<file path="src/rtl/rs_pkg.sv">
package rs_pkg;
  // Tag width fixed by the result bus; tag 0 means "value present".
  localparam int TAG_W  = 4;
  localparam int MAX_RS = (1 << TAG_W) - 1;

  // Strobes from control to datapath. Slots are zero-based; tag = slot + 1.
  typedef struct packed {
    logic              alloc;
    logic [TAG_W-1:0]  allocSlot;
    logic              jFromBus;
    logic              kFromBus;
    logic [MAX_RS-1:0] capJ;
    logic [MAX_RS-1:0] capK;
    logic              disp;
    logic [TAG_W-1:0]  dispSlot;
  } rsStrobe_t;
endpackage

</file>
<file path="src/rtl/rs_ctrl.sv">
module rs_ctrl
  import rs_pkg::*;
#(
  parameter int NUM_RS   = 3,
  parameter int NUM_REGS = 8,
  localparam int REG_W   = $clog2(NUM_REGS)
) (
  input  logic             clk,
  input  logic             rstN,
  input  logic             issueValid,
  input  logic [REG_W-1:0] issueRegJ,
  input  logic [REG_W-1:0] issueRegK,
  input  logic [REG_W-1:0] issueDest,
  input  logic             cdbValid,
  input  logic [TAG_W-1:0] cdbTag,
  output logic             issueReady,
  output logic             dispValid,
  output logic [TAG_W-1:0] dispTag,
  output rsStrobe_t        strobe
);

  logic [NUM_RS-1:0] busy;
  logic [NUM_RS-1:0] started;
  logic [NUM_RS-1:0] readyVec;
  logic [TAG_W-1:0]  qj      [NUM_RS];
  logic [TAG_W-1:0]  qk      [NUM_RS];
  logic [TAG_W-1:0]  regStat [NUM_REGS];

  logic             busHit;
  logic             foundFree;
  logic             foundDisp;
  logic [TAG_W-1:0] freeSlot;
  logic [TAG_W-1:0] pickSlot;
  logic [TAG_W-1:0] tagJ;
  logic [TAG_W-1:0] tagK;
  logic [TAG_W-1:0] newQj;
  logic [TAG_W-1:0] newQk;

  always_comb begin
    busHit    = cdbValid && (cdbTag != '0);
    foundFree = 1'b0;
    freeSlot  = '0;
    for (int i = 0; i < NUM_RS; i++) begin
      if (!busy[i] && !foundFree) begin
        foundFree = 1'b1;
        freeSlot  = TAG_W'(i);
      end
    end
    foundDisp = 1'b0;
    pickSlot  = '0;
    for (int i = 0; i < NUM_RS; i++) begin
      readyVec[i] = busy[i] && !started[i] && (qj[i] == '0) && (qk[i] == '0);
      if (readyVec[i] && !foundDisp) begin
        foundDisp = 1'b1;
        pickSlot  = TAG_W'(i);
      end
    end
    tagJ = regStat[issueRegJ];
    tagK = regStat[issueRegK];

    strobe           = '0;
    strobe.alloc     = issueValid && foundFree;
    strobe.allocSlot = freeSlot;
    strobe.jFromBus  = busHit && (tagJ != '0) && (tagJ == cdbTag);
    strobe.kFromBus  = busHit && (tagK != '0) && (tagK == cdbTag);
    for (int i = 0; i < NUM_RS; i++) begin
      strobe.capJ[i] = busy[i] && busHit && (qj[i] == cdbTag);
      strobe.capK[i] = busy[i] && busHit && (qk[i] == cdbTag);
    end
    strobe.disp     = foundDisp;
    strobe.dispSlot = pickSlot;

    newQj = (strobe.jFromBus || tagJ == '0) ? '0 : tagJ;
    newQk = (strobe.kFromBus || tagK == '0) ? '0 : tagK;

    issueReady = foundFree;
    dispValid  = foundDisp;
    dispTag    = pickSlot + TAG_W'(1);
  end

  always_ff @(posedge clk or negedge rstN) begin
    if (!rstN) begin
      busy    <= '0;
      started <= '0;
      for (int i = 0; i < NUM_RS; i++) begin
        qj[i] <= '0;
        qk[i] <= '0;
      end
      for (int r = 0; r < NUM_REGS; r++) regStat[r] <= '0;
    end else begin
      for (int i = 0; i < NUM_RS; i++) begin
        if (strobe.capJ[i]) qj[i] <= '0;
        if (strobe.capK[i]) qk[i] <= '0;
        if (strobe.disp && pickSlot == TAG_W'(i)) started[i] <= 1'b1;
        if (busHit && cdbTag == TAG_W'(i + 1)) busy[i] <= 1'b0;
        if (strobe.alloc && freeSlot == TAG_W'(i)) begin
          busy[i]    <= 1'b1;
          started[i] <= 1'b0;
          qj[i]      <= newQj;
          qk[i]      <= newQk;
        end
      end
      for (int r = 0; r < NUM_REGS; r++) begin
        if (busHit && regStat[r] == cdbTag) regStat[r] <= '0;
        if (strobe.alloc && issueDest == REG_W'(r)) regStat[r] <= freeSlot + TAG_W'(1);
      end
    end
  end


  full_blocks_alloc_chk: assert property (@(posedge clk) disable iff (!rstN)
    !issueReady |=> ($countones(busy) <= $past($countones(busy))));


  single_dispatch_chk: assert property (@(posedge clk) disable iff (!rstN)
    dispValid |=> !(dispValid && dispTag == $past(dispTag)));


  bcast_frees_chk: assert property (@(posedge clk) disable iff (!rstN)
    (cdbValid && cdbTag != '0 && cdbTag <= TAG_W'(NUM_RS) && !issueValid) |=> issueReady);


  for (genvar r = 0; r < NUM_REGS; r++) begin : gStat
    for (genvar i = 0; i < NUM_RS; i++) begin : gSt
      stat_tracks_busy_chk: assert property (@(posedge clk) disable iff (!rstN)
        (regStat[r] == TAG_W'(i + 1)) |-> busy[i]);
    end
  end

endmodule

</file>
<file path="src/rtl/rs_data.sv">
module rs_data
  import rs_pkg::*;
#(
  parameter int NUM_RS = 3,
  parameter int DATA_W = 64,
  parameter int OP_W   = 4,
  parameter int ADDR_W = 16
) (
  input  logic              clk,
  input  logic              rstN,
  input  rsStrobe_t         strobe,
  input  logic [OP_W-1:0]   issueOp,
  input  logic [DATA_W-1:0] issueValJ,
  input  logic [DATA_W-1:0] issueValK,
  input  logic [ADDR_W-1:0] issueAddr,
  input  logic [DATA_W-1:0] cdbData,
  output logic [OP_W-1:0]   dispOp,
  output logic [DATA_W-1:0] dispVj,
  output logic [DATA_W-1:0] dispVk,
  output logic [ADDR_W-1:0] dispAddr
);

  logic [OP_W-1:0]   opQ   [NUM_RS];
  logic [DATA_W-1:0] vj    [NUM_RS];
  logic [DATA_W-1:0] vk    [NUM_RS];
  logic [ADDR_W-1:0] addrQ [NUM_RS];

  always_ff @(posedge clk or negedge rstN) begin
    if (!rstN) begin
      for (int i = 0; i < NUM_RS; i++) begin
        opQ[i]   <= '0;
        vj[i]    <= '0;
        vk[i]    <= '0;
        addrQ[i] <= '0;
      end
    end else begin
      for (int i = 0; i < NUM_RS; i++) begin
        if (strobe.alloc && strobe.allocSlot == TAG_W'(i)) begin
          opQ[i]   <= issueOp;
          addrQ[i] <= issueAddr;
          vj[i]    <= strobe.jFromBus ? cdbData : issueValJ;
          vk[i]    <= strobe.kFromBus ? cdbData : issueValK;
        end else begin
          if (strobe.capJ[i]) vj[i] <= cdbData;
          if (strobe.capK[i]) vk[i] <= cdbData;
        end
      end
    end
  end

  always_comb begin
    dispOp   = '0;
    dispVj   = '0;
    dispVk   = '0;
    dispAddr = '0;
    for (int i = 0; i < NUM_RS; i++) begin
      if (strobe.disp && strobe.dispSlot == TAG_W'(i)) begin
        dispOp   = opQ[i];
        dispVj   = vj[i];
        dispVk   = vk[i];
        dispAddr = addrQ[i];
      end
    end
  end


  for (genvar i = 0; i < NUM_RS; i++) begin : gCap
    cap_value_chk: assert property (@(posedge clk) disable iff (!rstN)
      strobe.capJ[i] |=> (vj[i] == $past(cdbData)));
  end

endmodule

</file>
<file path="src/rtl/rs_tag_bank.sv">
module rs_tag_bank
  import rs_pkg::*;
#(
  parameter int NUM_RS   = 3,
  parameter int NUM_REGS = 8,
  parameter int DATA_W   = 64,
  parameter int OP_W     = 4,
  parameter int ADDR_W   = 16,
  localparam int REG_W   = $clog2(NUM_REGS)
) (
  input  logic              clk,
  input  logic              rstN,
  input  logic              issueValid,
  input  logic [OP_W-1:0]   issueOp,
  input  logic [REG_W-1:0]  issueRegJ,
  input  logic [DATA_W-1:0] issueValJ,
  input  logic [REG_W-1:0]  issueRegK,
  input  logic [DATA_W-1:0] issueValK,
  input  logic [REG_W-1:0]  issueDest,
  input  logic [ADDR_W-1:0] issueAddr,
  output logic              issueReady,
  input  logic              cdbValid,
  input  logic [3:0]        cdbTag,
  input  logic [DATA_W-1:0] cdbData,
  output logic              dispValid,
  output logic [3:0]        dispTag,
  output logic [OP_W-1:0]   dispOp,
  output logic [DATA_W-1:0] dispVj,
  output logic [DATA_W-1:0] dispVk,
  output logic [ADDR_W-1:0] dispAddr
);

  rsStrobe_t strobe;

  rs_ctrl #(.NUM_RS(NUM_RS), .NUM_REGS(NUM_REGS)) uCtrl (
    .clk(clk), .rstN(rstN),
    .issueValid(issueValid), .issueRegJ(issueRegJ), .issueRegK(issueRegK),
    .issueDest(issueDest), .cdbValid(cdbValid), .cdbTag(cdbTag),
    .issueReady(issueReady), .dispValid(dispValid), .dispTag(dispTag),
    .strobe(strobe)
  );

  rs_data #(.NUM_RS(NUM_RS), .DATA_W(DATA_W), .OP_W(OP_W), .ADDR_W(ADDR_W)) uData (
    .clk(clk), .rstN(rstN), .strobe(strobe),
    .issueOp(issueOp), .issueValJ(issueValJ), .issueValK(issueValK),
    .issueAddr(issueAddr), .cdbData(cdbData),
    .dispOp(dispOp), .dispVj(dispVj), .dispVk(dispVk), .dispAddr(dispAddr)
  );

endmodule

</file>
<file path="config.mk">
export PLATFORM = sky130hd
export DESIGN_NAME = rs_tag_bank
export DESIGN_NICKNAME = d
export VERILOG_FILES = /design/src/rtl/rs_pkg.sv /design/src/rtl/rs_ctrl.sv /design/src/rtl/rs_data.sv /design/src/rtl/rs_tag_bank.sv
export SDC_FILE = /design/constraint.sdc
export NUM_CORES = 1
export LEC_CHECK = 0
export ABC_AREA = 1
export BUFFER_PORTS_ARGS = -buffer_cell sky130_fd_sc_hd__buf_2
export CORE_AREA = 5 5 308 310
export CTS_BUF_LIST = sky130_fd_sc_hd__clkbuf_4 sky130_fd_sc_hd__clkbuf_8 sky130_fd_sc_hd__clkbuf_16
export CTS_CLUSTER_SIZE = 28
export DETAILED_ROUTE_END_ITERATION = 10
export DIE_AREA = 0 0 313 315
export HOLD_SLACK_MARGIN = 0.15
export PLACE_DENSITY = 0.64
export SETUP_SLACK_MARGIN = 0.15
export SYNTH_ARGS = -nofsm -noshare
export SYNTH_HDL_FRONTEND = slang
export SYNTH_SLANG_ARGS = --single-unit
</file>
<file path="constraint.sdc">
create_clock -name clk -period 1.9 [get_ports clk]
set_input_delay 0.19 -clock clk [delete_from_list [all_inputs] [get_ports clk]]
set_output_delay 0.19 -clock clk [all_outputs]
set_load 0.05 [all_outputs]
</file>
==> out/metrics.csv <==
stage,metric,value,unit
status,status,"complete, but fails checks",
status,violations,"DRC, setup timing",
sta,min_period_over_period,1.57,
layout,final_nets,5571,
pwr,combPwrFrac,0.635,
logic_synthesis,synth-main-ff-cell,dfrtp_1,
place,io_buffers,380,
place,hpwlAfterDp,84.7,mm
layout,area_growth,48.0,%
route,totalWireLength,145,mm
sta,worst_slack,-1.09,ns
clocking,clk_pin_slew,0.06,ns
grt,grt_max_degree,67,
worst_setup_path,crit_type,reg -> out,
route,wl_per_cell,22.0,um
grt,grt_usage,0.257,
pwr,p_sw,0.0392,W
sta,slew_violations,0,
worst_setup_path,path_cells,inv_2 > nand4_1 > nor4_2 > buf_4 > nand3_4 > buf_6 > buf_12 > buf_12 > buf_16 > o22ai_4 > inv_2 > buf_6,
layout,layout-drive-gt1-share,0.296,
logic_synthesis,syn_area,31900,um^2
worst_setup_path,critPathLaunchType,flip-flop,
sta,max_slew_margin,0.634,
logic_synthesis,synth-edff-count,0,
pwr,leakage,24.7,nW
place,gp_congestion,0.892,
grt,grt_pass1_wl,199,mm
clocking,cts_made_buffers,59,
floorplanning,ios,383,
worst_setup_path,crit_family,buffers and inverters,
layout,antennaDiodeCount,0,
sta,grt_setup_unrepaired,true,
pwr,swShare,0.477,
clocking,clk_latency,0.63,ns
route,vias,35500,
route,drc,1,
route,drt_iter0_drc,3911,
floorplanning,core.rowCount,111,
floorplanning,core,91400,um^2
route,first_pass_iters,9,
route,ant_nets,0,
worst_setup_path,required,1.71,ns
worst_setup_path,worstPathMaxFanout,18,
logic_synthesis,yosysSeqAreaShare,0.386,
logic_synthesis,yosysWarnings,0,
worst_hold_path,hold_path.class,in -> reg,
logic_synthesis,ys_ff_latch,492,
clocking,clkSinkCount,492,
clocking,cts-root-buf,clkbuf_16,
grt,grt.overflow.total,0,
floorplanning,fp.dieH,315,um
grt,antenna_found_initial,4,
sta,whs,0.194,ns
worst_setup_path,cp.depth,12,
floorplanning,die_x,313,um
place,placed_area,37900,um^2
floorplanning,initial_core_util,0.349,
job,cap_violations,0,
sta,hold_viol,0,
pwr,cellPowerDensity,1740,nW/um^2
logic_synthesis,ys_types,39,
worst_setup_path,path_buf_inv,8,
floorplanning,die_area,98600,um^2
pwr,peakVddDrop,1.50,mV
pwr,seqPwrFrac,0.217,
clocking,ctsLongestPathBuffers,3,
clocking,cts_tree,built,
sta,max_freq,0.334,GHz
logic_synthesis,synthCells,4497,
worst_hold_path,min_path_cells,6,
grt,grt_pass1_vias,34000,
pwr,p_int,0.0430,W
worst_setup_path,slowest_delay,0.39,ns
sta,finalSetupViolations,571,
route,via_per_inst,5.40,
worst_setup_path,slowest_stage,dfrtp_1,
sta,worst_slew_pin_slew,0.549,ns
layout,stdcell_area,47200,um^2
clocking,h-tree-depth,2,
logic_synthesis,avgSynthCellArea,7.09,um^2
worst_setup_path,arrival,2.80,ns
worst_setup_path,cp-end-kind,output pin,
worst_setup_path,rr_worst_depth,14,
pwr,p_clk_frac,0.148,
sta,fin_crit,2.99,ns
sta,fin_skew,0.0215,ns
logic_synthesis,async_reset_ff_frac,1.00,
final timing paths:
check / start / to / slack (ns)
max in group asynchronous: rstN / uData.vj[85] / 0.97
min reg2reg: uData.addrQ[18] / uData.addrQ[18] / 0.49
min in group asynchronous: rstN / uData.vk[144] / 0.35
max reg2reg: uCtrl.regStat[6] / uData.vk[24] / -0.26
max: uCtrl.qj[0] / dispVj[53] / -1.09
min: issueRegK[2] / uCtrl.qk[1] / 0.19
state kept, by name, indices dropped and copies added (netlist names):
register       flops
uCtrl.busy         3
uCtrl.qj           9
uCtrl.qk           9
uCtrl.regStat     24
uCtrl.started      3
uData.addrQ       48
uData.opQ         12
uData.vj         192
uData.vk         192
final cells by class:
type,instances,area [um^2]
repair buffers,1064,11600
flip-flops and latches,492,12300
clock inverters,15,200
clock buffers,93,1890
inverters,1108,4190
fillers,8088,44200
well taps,1186,1480
multi-input cells,2617,15500
through the flow:
stage | utilization | total power [W] | setup TNS, ns | std cells | setup slack (ns)
3_5_place_dp | 0.414 | 0.0585 | -160.30 | 6121 | -0.487
4_1_cts | 0.472 | 0.0739 | -230.41 | 6461 | -1.06
2_1_floorplan | - | 0.0440 | -8.64 | 4498 | -0.0744
3_3_place_gp | 0.414 | 0.0579 | -150.25 | 6121 | -0.475
5_1_grt | 0.517 | 0.0863 | -272.30 | 6575 | -1.21
6_report | 0.517 | 0.0821 | -202.40 | 6575 | -1.09
cells in the final DEF (no fill, tap or decap), types with 6 or more instances in the layout:
cell and instances:
clkbuf_4 13, inv_4 6, buf_8 85, nand2_2 27
clkbuf_16 90, nand2_1 887, nand2_4 83, xnor2_1 10
nor2_2 50, clkbuf_8 20, buf_4 252, buf_6 89
o21ai_0 263, nand3_2 102, buf_12 142, o21ai_2 9
nor2_1 99, nor2_4 33, nand3_1 395, nand3_4 58
clkinv_2 10, inv_1 919, o22ai_1 371, a21oi_1 14
o22ai_4 13, nand2_8 20, inv_2 176, o21ai_1 88
dfrtp_1 492, buf_16 16, buf_2 228, o22ai_2 50
o2111ai_1 7, dlygate4sd3_1 220
power by group through the flow:
stage,logic (W),registers [W],clock network [W]
2_1_floorplan,0.0270,0.0171,0
3_5_place_dp,0.0409,0.0176,0
3_3_place_gp,0.0405,0.0174,0
4_1_cts,0.0440,0.0175,0.0123
5_1_grt,0.0553,0.0182,0.0128
6_report,0.0522,0.0178,0.0122
timing repair:
action / 4_1_cts / 5_1_grt
hold buffers: 221 / 0
hold endpoints to repair: 937 / 0
pin swaps: 17 / 142
cloned: 7 / 38
setup buffers: 4 / 76
resized for setup: 229 / 672
endpoints found under the setup margin: 591 / 629
cells in the mapped netlist (2+ instances only):
cell type	count	area, um^2
o22ai_1	431	2700
xor2_1	4	35.0
nand3_2	32	320
o22ai_2	3	37.5
nor4_1	9	56.3
nor3_1	3	15.0
clkinv_1	5	18.8
nand3_1	473	2370
nor2_1	176	661
nand2_4	80	901
clkbuf_1	123	462
buf_4	17	128
buf_6	19	214
buf_12	8	160
nor2_4	4	45.0
nand2_1	929	3490
buf_2	73	365
o2111ai_1	7	61.3
nand3_4	50	876
inv_2	10	37.5
o21ai_1	49	245
dfrtp_1	492	12300
o211ai_1	3	22.5
nand2_2	6	37.5
buf_1	25	93.8
o211ai_2	3	37.5
nand4_1	4	25.0
buf_8	18	270
o21ai_0	314	1570
nor2_2	2	12.5
a21oi_1	15	75.1
xnor2_1	10	87.6
nor3_2	2	20.0
inv_1	1093	4100
cells by family after synthesis:
group           after synthesis  share of synthesized area
simple gates               1773                      0.277
buf+inv                    1391                      0.183
compound gates              826                      0.149
flops                       492                      0.386
xor+xnor                     14                    0.00384
other cells                   1                   0.000118
worst register-to-register path, cell delays in order, from the launching register on:
cell and delay, ns:
dfrtp_1 0.40, buf_4 0.15, o211ai_4 0.17, nand3_2 0.14, nand2_2 0.10, nand2_1 0.07
nand2_2 0.08, nor2_4 0.04, buf_12 0.13, nand2_8 0.23, clkbuf_16 0.24, buf_4 0.12
nand2_4 0.05, nand3_1 0.08, nand2_1 0.07
layer usage:
layer / vias up / GRT usage / part of all wire
met5: - / 0 / 0.00024
met4: 6 / 0.113 / 0.059
met3: 572 / 0.0504 / 0.11
met2: 2434 / 0.420 / 0.45
met1: 16600 / 0.331 / 0.38
li1: 15900 / - / -
Power figures use the tool's default switching activity.
